--- src/rtl/lrsc_pkg.sv ---
package lrsc_pkg;
  typedef enum logic [1:0] {
    SC_FAIL     = 2'd0,
    SC_OK       = 2'd1,
    SC_UNCACHED = 2'd2
  } sc_code_e;
endpackage

--- src/rtl/lrsc_fail_meter.sv ---
module lrsc_fail_meter #(
  parameter int WARN_PERIOD = 100000
) (
  input  logic clk,
  input  logic rst_n,
  input  logic fail_i,
  input  logic restart_i,
  output logic warn_o
);
  localparam int CW = $clog2(WARN_PERIOD + 1);
  localparam logic [CW-1:0] LAST = CW'(WARN_PERIOD - 1);

  logic [CW-1:0] phase;

  always_ff @(posedge clk) begin
    if (!rst_n) begin
      phase  <= '0;
      warn_o <= 1'b0;
    end else begin
      warn_o <= 1'b0;
      if (fail_i) begin
        if (phase == LAST) begin
          phase  <= '0;
          warn_o <= 1'b1;
        end else begin
          phase <= phase + 1'b1;
        end
      end else if (restart_i) begin
        phase <= '0;
      end
    end
  end

  p_warn_follows_fail_r9: assert property (@(posedge clk) disable iff (!rst_n)
    warn_o |-> $past(fail_i));
  p_warn_single_r9: assert property (@(posedge clk) disable iff (!rst_n)
    warn_o |=> !warn_o || (WARN_PERIOD == 1));
endmodule

--- src/rtl/lrsc_hart_slot.sv ---
module lrsc_hart_slot
  import lrsc_pkg::*;
#(
  parameter int HARTS       = 4,
  parameter int AW          = 32,
  parameter int GRAN_BITS   = 4,
  parameter int WARN_PERIOD = 100000
) (
  input  logic                clk,
  input  logic                rst_n,
  input  logic                ll_vld_i,
  input  logic [AW-1:0]       ll_addr_i,
  input  logic                st_vld_i,
  input  logic                st_cond_i,
  input  logic                st_uc_i,
  input  logic [AW-1:0]       st_addr_i,
  input  logic                exc_ret_i,
  input  logic [HARTS-1:0]    wr_all_i,
  input  logic [HARTS*AW-1:0] wr_addr_all_i,
  output logic                wr_o,
  output logic                res_vld_o,
  output logic [1:0]          res_code_o,
  output logic                warn_o
);
  localparam int TW = AW - GRAN_BITS;

  logic          flag;
  logic [AW-1:0] rsv_addr;
  logic          sc_cached, sc_ok, sc_fail;
  logic          hit_old, hit_new;

  assign sc_cached = st_vld_i && st_cond_i && !st_uc_i;
  assign sc_ok     = sc_cached && flag &&
                     (rsv_addr[AW-1:GRAN_BITS] == st_addr_i[AW-1:GRAN_BITS]);
  assign sc_fail   = sc_cached && !sc_ok;
  assign wr_o      = st_vld_i && (!st_cond_i || st_uc_i || sc_ok);

  always_comb begin
    hit_old = 1'b0;
    hit_new = 1'b0;
    for (int k = 0; k < HARTS; k++) begin
      if (wr_all_i[k]) begin
        if (wr_addr_all_i[k*AW+GRAN_BITS +: TW] == rsv_addr[AW-1:GRAN_BITS])
          hit_old = 1'b1;
        if (wr_addr_all_i[k*AW+GRAN_BITS +: TW] == ll_addr_i[AW-1:GRAN_BITS])
          hit_new = 1'b1;
      end
    end
  end

  always_ff @(posedge clk) begin
    if (!rst_n) begin
      flag       <= 1'b0;
      rsv_addr   <= '0;
      res_vld_o  <= 1'b0;
      res_code_o <= SC_FAIL;
    end else begin
      if (ll_vld_i) begin
        rsv_addr <= ll_addr_i;
        flag     <= !(exc_ret_i || sc_fail || hit_new);
      end else if (exc_ret_i || sc_fail || hit_old) begin
        flag <= 1'b0;
      end
      res_vld_o <= st_vld_i && st_cond_i;
      if (st_uc_i)    res_code_o <= SC_UNCACHED;
      else if (sc_ok) res_code_o <= SC_OK;
      else            res_code_o <= SC_FAIL;
    end
  end

  lrsc_fail_meter #(.WARN_PERIOD(WARN_PERIOD)) u_meter (
    .clk       (clk),
    .rst_n     (rst_n),
    .fail_i    (sc_fail),
    .restart_i (st_vld_i && st_cond_i && (st_uc_i || sc_ok)),
    .warn_o    (warn_o)
  );

  p_fail_drops_r4: assert property (@(posedge clk) disable iff (!rst_n)
    (res_vld_o && res_code_o == SC_FAIL) |-> !flag);
  p_eret_clears_r7: assert property (@(posedge clk) disable iff (!rst_n)
    exc_ret_i |=> !flag);
  p_uc_code_r5: assert property (@(posedge clk) disable iff (!rst_n)
    (st_vld_i && st_cond_i && st_uc_i) |=> (res_vld_o && res_code_o == SC_UNCACHED));
  p_clear_wins_r8: assert property (@(posedge clk) disable iff (!rst_n)
    (ll_vld_i && hit_new) |=> !flag);
  p_result_strobe_r2: assert property (@(posedge clk) disable iff (!rst_n)
    (st_vld_i && st_cond_i) |=> res_vld_o);
endmodule

--- src/rtl/lrsc_monitor.sv ---
module lrsc_monitor #(
  parameter int HARTS       = 4,
  parameter int AW          = 32,
  parameter int GRAN_BITS   = 4,
  parameter int WARN_PERIOD = 100000
) (
  input  logic                clk,
  input  logic                rst_n,
  input  logic [HARTS-1:0]    ll_vld,
  input  logic [HARTS*AW-1:0] ll_addr,
  input  logic [HARTS-1:0]    st_vld,
  input  logic [HARTS-1:0]    st_cond,
  input  logic [HARTS-1:0]    st_uncached,
  input  logic [HARTS*AW-1:0] st_addr,
  input  logic [HARTS-1:0]    exc_ret,
  output logic [HARTS-1:0]    sc_res_vld,
  output logic [HARTS*2-1:0]  sc_res_code,
  output logic [HARTS-1:0]    fail_warn
);
  logic [HARTS-1:0] wr_vec;

  for (genvar h = 0; h < HARTS; h++) begin : g_hart
    lrsc_hart_slot #(
      .HARTS(HARTS), .AW(AW), .GRAN_BITS(GRAN_BITS), .WARN_PERIOD(WARN_PERIOD)
    ) u_slot (
      .clk           (clk),
      .rst_n         (rst_n),
      .ll_vld_i      (ll_vld[h]),
      .ll_addr_i     (ll_addr[h*AW +: AW]),
      .st_vld_i      (st_vld[h]),
      .st_cond_i     (st_cond[h]),
      .st_uc_i       (st_uncached[h]),
      .st_addr_i     (st_addr[h*AW +: AW]),
      .exc_ret_i     (exc_ret[h]),
      .wr_all_i      (wr_vec),
      .wr_addr_all_i (st_addr),
      .wr_o          (wr_vec[h]),
      .res_vld_o     (sc_res_vld[h]),
      .res_code_o    (sc_res_code[2*h +: 2]),
      .warn_o        (fail_warn[h])
    );

    p_code_legal_r10: assert property (@(posedge clk) disable iff (!rst_n)
      sc_res_vld[h] |-> (sc_res_code[2*h +: 2] != 2'd3));
    p_plain_store_silent_r10: assert property (@(posedge clk) disable iff (!rst_n)
      (st_vld[h] && !st_cond[h]) |=> !sc_res_vld[h]);
    p_warn_with_fail_r9: assert property (@(posedge clk) disable iff (!rst_n)
      fail_warn[h] |-> (sc_res_vld[h] && sc_res_code[2*h +: 2] == 2'd0));
  end
endmodule

--- config.mk ---
export PLATFORM = sky130hd
export DESIGN_NAME = lrsc_monitor
export DESIGN_NICKNAME = d
export VERILOG_FILES = /design/src/rtl/lrsc_pkg.sv /design/src/rtl/lrsc_fail_meter.sv /design/src/rtl/lrsc_hart_slot.sv /design/src/rtl/lrsc_monitor.sv
export SDC_FILE = /design/constraint.sdc
export NUM_CORES = 1
export LEC_CHECK = 0
export ABC_AREA = 1
export BUFFER_PORTS_ARGS = -buffer_cell sky130_fd_sc_hd__clkbuf_2
export CAP_MARGIN = 20
export CORE_AREA = 2 2 239 241
export DETAILED_ROUTE_END_ITERATION = 8
export DIE_AREA = 0 0 241 243
export PLACE_DENSITY_LB_ADDON = 0.08
export SKIP_LAST_GASP = 1
export SLEW_MARGIN = 5
export SYNTH_ARGS = -nofsm -noshare
export SYNTH_HDL_FRONTEND = slang
export SYNTH_SLANG_ARGS = --single-unit
--- constraint.sdc ---
create_clock -name clk -period 2.2 [get_ports clk]
set_clock_uncertainty 0.2 [all_clocks]
set_input_delay 0.33 -clock clk [delete_from_list [all_inputs] [get_ports clk]]
set_output_delay 0.33 -clock clk [all_outputs]
set_load 0.01 [all_outputs]
==> impl.org <==
** Detailed routing
- The first detailed-routing pass took 5 iterations.
- In the routed design, unresolved DRC markers number 0.
- Wire length reported by the detailed router :: approximately 89,000 um
- Routed vias/inst :: 4.991
- Initial DRC Count :: about 1,600
- Vias :: 22,790
- Dividing the detail-routed wire length by the instance count gives between 15 and 20 um.
- Once detail routing completed, the nets flagged for antenna violations numbered 0.

** Yosys
- During synthesis, Yosys emitted a total of 0 warnings.
- Seq/Total Area, Yosys :: 18.59%
- In the synthesized netlist the async set-or-reset flop fraction comes to 0%.
- Post-synth design cell area :: about 0.022 mm2
- Among all flip-flop cells after synthesis, the most frequent one is dfxtp_1.
- Ranked by instance count, the synthesized netlist is headed by 700 x nand2_1, 526 x xnor2_1, 299 x nor2_1.
- In this run, synthesis inferred 0 flip-flops with an integrated enable.
- The synthesized design spends more area on one cell type than any other, namely xnor2_1.
- Largest cells by area after synthesis :: xnor2_1 21%, dfxtp_1 19%, nand2_1 12%
- Synthesis inferred 200 register bits.
- Yosys cell types :: 42
- Counting every net in the synthesized netlist gives between 3,000 and 4,000.
- Mean area per synthesized cell :: approximately 6.4 um2
- Area share of the leading cell type in the synthesized netlist :: a little over a fifth
- Among all cell types in the netlist, the one instantiated most often is nand2_1.
- Synth Instances :: 3,358

** Clock tree
- The clock tree synthesis step divided the H-tree into 4 levels.
- Clock root cell :: clkbuf_16
- TritonCTS built the clock tree.
- Source-to-sink clock delay at the later pin of the worst-skew pair :: 0.52 ns
- CTS Buffer Depth :: 2
- The number of clock buffers added by TritonCTS is 17.
- Clock Sinks :: 200
- After clock tree synthesis, the clock-pin slew on the worst setup and hold paths is approximately 0.090 ns.

** Cells and area
- In the final design database the tool counted 4,076 nets.
- In the final layout, the share of cells above drive strength 1 is 24.98%.
- Multi-input gate area in the final layout :: around 0.015 mm2
- From synthesis to final layout, the design area changed by 27.06%.
- Combined flip-flop and latch cell area :: 0.004063 mm2
- Cells fill around half of the core in the end.
- The layout has between 5,000 and 6,000 filler cells.
- For this run, the number of standard cells in the final layout without fillers is 4,566.

** Floorplanning
- Floorplan Core Area :: roughly 0.056 mm2
- Height of the chip :: approximately 240 um
- In this run the core area contains between 80 and 90 standard-cell rows.
- For this design the top-level I/O count stands at slightly below 300.
- Die Outline Area :: slightly below 0.06 mm2
- Die width :: around 240 um
- Initial standard-cell utilization of the core :: between 30% and 40%

** Worst setup path
- STA classifies the critical path startpoint as an input port.
- On the critical path the largest part of the delay comes from simple AND/OR/NAND/NOR gates.
- The worst register-to-register path ends at g_hart[2].u_slot.u_meter.phase[16]$_SDFFE_PN0P_.
- The cell that appears most often on the critical path is nor2_1.
- Bufs and invs on worst path :: 2
- Critical path type :: in2reg
- Required time of the critical path :: approximately 2.4 ns
- Critical path data arrival time :: about 2.3 ns
- Worst-path cell with the longest stage delay :: dlygate4sd3_1
- For the worst flop-to-flop path, the logic depth is 15.
- Worst path cell trace :: dlygate4sd3_1 > clkbuf_2 > xnor2_1 > nand2_1 > nor3_1 > nand3_1 > nor2_1 > nand3_1 > nand2_1 > nor2_1 > nor2_1 > nor2_1
- The startpoint identified for the worst register-to-register timing path is g_hart[2].u_slot.rsv_addr[21]$_SDFFE_PN0P_.
- In this run the worst path has a maximum fanout of 5.
- FF-to-FF setup slack :: approximately 0.11 ns
- STA classifies the critical path endpoint as a register.
- Maximum single-stage delay on the critical path :: 0.55 ns

** Global route
- Entering global routing, the biggest net connects a little over 80 pins.
- Number of antenna violations at the first check in global routing :: 7
- Wire length of the first global-routing pass :: between 100,000 and 150,000 um
- Leftover overflow at the end of global routing :: 0
- The number of global-route vias before repair was 22,160.
- Across every metal layer, demand over resource in global routing totals ~30%.

** Hold path
- Class of the tightest hold or removal check :: in2reg
- Startpoint of the lowest-slack hold path :: ll_addr[74]
- The worst hold path passes through 3 cells.
- Terminating pin of the worst hold path :: g_hart[2].u_slot.rsv_addr[10]$_SDFFE_PN0P_

** STA
- In this run the tightest slew margin relative to its limit is 53.24%.
- The worst path in the final design needs a cycle of 2.132 ns, including I/O delays and setup.
- Measured slew at the worst slew-check pin :: 0.6997 ns
- Final worst-path cycle share :: a little over nine tenths
- Setup slack on the critical path of the routed design comes to about 0.068 ns.
- Worst hold slack after final layout :: between 0.02 and 0.03 ns
- Pins Over Slew Limit :: 0
- Highest clock frequency the design can meet :: 469.0 MHz
- The final count of hold timing violations came to 0.
- Setup repair after global routing missed its margin :: yes
- Setup violations remaining at the end of the flow were counted as 0.

** Placement
- In this run, placement finished with an instance count of between 4,000 and 5,000.
- The HPWL after detailed placement is slightly above 70,000 um.
- Worst slack after detailed placement :: -0.2468 ns
- RD Place Congestion :: around 0.96
- Buffers placed on the I/O ports in this run total approximately 260.

** Power
- Maximum resistive drop on vdd :: approximately 0.65 mV
- LEAKAGE :: 11.59 nW
- Total power :: roughly 12 mW
- In this run the power density over the cells is approximately 440 mW/mm2.

** Run
- The tool flagged a number of max-cap violations equal to 0.

** Status
- The run finished with clean final reports.
-- final cells by class --
type,instances,share of cell area (%)
flip-flops and latches,200,14.84
diodes,3,0.02743
inverters,300,4.164
clock buffers,18,1.604
clock inverters,14,0.6537
repair buffers,761,20.23
multi-input cells,2514,55.02
well taps,756,3.456
-- logic make-up (layout without fill, tap and decap cells) --
logic type	Yosys count	count (layout)	synth area share (%)
other	0	3	0
adders and majority gates	4	4	0.2323
and+or+nand+nor	1473	1475	30.51
xor gates and xnor gates	726	726	29.52
AOI/OAI and AO/OA	309	309	7.371
buffers and inverters	646	1093	13.78
DFF	200	200	18.59
-- state kept, by name (all words and copies together), names as in the netlist --
name,cells
g_hart.u_slot.res_code_o,8
g_hart.u_slot.u_meter.phase,68
g_hart.u_slot.flag,4
g_hart.u_slot.rsv_addr,112
g_hart.u_slot.u_meter.warn_o,4
g_hart.u_slot.res_vld_o,4
-- through the flow --
stage / cell area (um2) / setup TNS [ns]
2_1_floorplan: 21540 / 0
3_3_place_gp: 25210 / -7.641
3_5_place_dp: 25210 / -8.625
4_1_cts: 26810 / -0.004836
5_1_grt: 27370 / -0.2261
6_report: 27370 / 0
-- layer usage --
| metal | vias up | track usage (%) | wire length (um) |
|---|---|---|---|
| met4 | 6 | 11.29 | 3312 |
| li1 | 11300 | - | - |
| met2 | 728 | 49.86 | 41460 |
| met5 | - | 0 | 43 |
| met3 | 123 | 4.526 | 5313 |
| met1 | 10640 | 39.09 | 39110 |
-- worst register-to-register path, stage by stage, from the launching register on --
cell     delay (ns)
dfxtp_4        0.37
inv_1          0.06
nand2_1        0.05
nand2_1        0.05
nand2_1        0.09
nor2_2         0.15
nand2_2        0.10
nor2_4         0.14
buf_4          0.14
nand3_4        0.08
nand2_4        0.12
inv_2          0.07
nand2_8        0.10
nor2_4         0.08
nand3_1        0.11
a21oi_1        0.07
-- cell usage in the layout (no fill, tap or decap), types with 7 or more instances in the layout --
| cell | count |
|---|---|
| nand2_1 | 686 |
| xnor2_1 | 523 |
| buf_4 | 402 |
| nor2_1 | 259 |
| inv_1 | 247 |
| clkbuf_2 | 246 |
| xor2_1 | 200 |
| dfxtp_1 | 163 |
| a21oi_1 | 159 |
| nand4_1 | 146 |
| nand3_1 | 135 |
| o21ai_0 | 130 |
| dlygate4sd3_1 | 85 |
| nor3_1 | 84 |
| inv_2 | 46 |
| nor2_2 | 39 |
| dfxtp_2 | 32 |
| nor2_4 | 23 |
| nand2_2 | 22 |
| nand3_2 | 19 |
| clkbuf_16 | 17 |
| nor3_2 | 15 |
| buf_12 | 15 |
| or2_2 | 12 |
| nand2_4 | 8 |
| a21oi_2 | 8 |
| dlymetal6s4s_1 | 8 |
| nor4_1 | 7 |
| nand3b_1 | 7 |
-- how the worst max path moves through the flow --
stage / start / endpoint / cells past startpoint / slack, ns
2_1_floorplan: g_hart[3].u_slot.u_meter.phase[0]$_SDFFE_PN0P_ / g_hart[3].u_slot.u_meter.phase[16]$_SDFFE_PN0P_ / 11 / 0.32
3_3_place_gp: st_addr[88] / g_hart[2].u_slot.u_meter.phase[11]$_SDFFE_PN0P_ / 16 / -0.23
3_5_place_dp: st_addr[88] / g_hart[2].u_slot.u_meter.phase[16]$_SDFFE_PN0P_ / 16 / -0.25
4_1_cts: g_hart[3].u_slot.rsv_addr[13]$_SDFFE_PN0P_ / g_hart[3].u_slot.u_meter.phase[11]$_SDFFE_PN0P_ / 13 / -0.005
5_1_grt: g_hart[3].u_slot.rsv_addr[11]$_SDFFE_PN0P_ / g_hart[3].u_slot.u_meter.phase[11]$_SDFFE_PN0P_ / 14 / -0.04
6_report: ll_addr[126] / g_hart[3].u_slot.flag$_SDFFE_PN0P_ / 12 / 0.07
-- report_power, final --
part / internal, mW / switching (mW) / total [mW]
Sequential: 3.78 / 0.153 / 3.94
Combinational: 2.00 / 2.46 / 4.46
Clock: 1.67 / 1.89 / 3.56
Total: 7.45 / 4.51 / 12.0
-- repair_timing --
action,4_1_cts,5_1_grt
hold endpoints to repair,96,0
hold buffers,93,0
resized for setup,18,170
cloned,0,2
pin swaps,0,62
setup endpoints to repair,50,65
buffers inserted,0,10
Power figures use the tool's default switching activity.
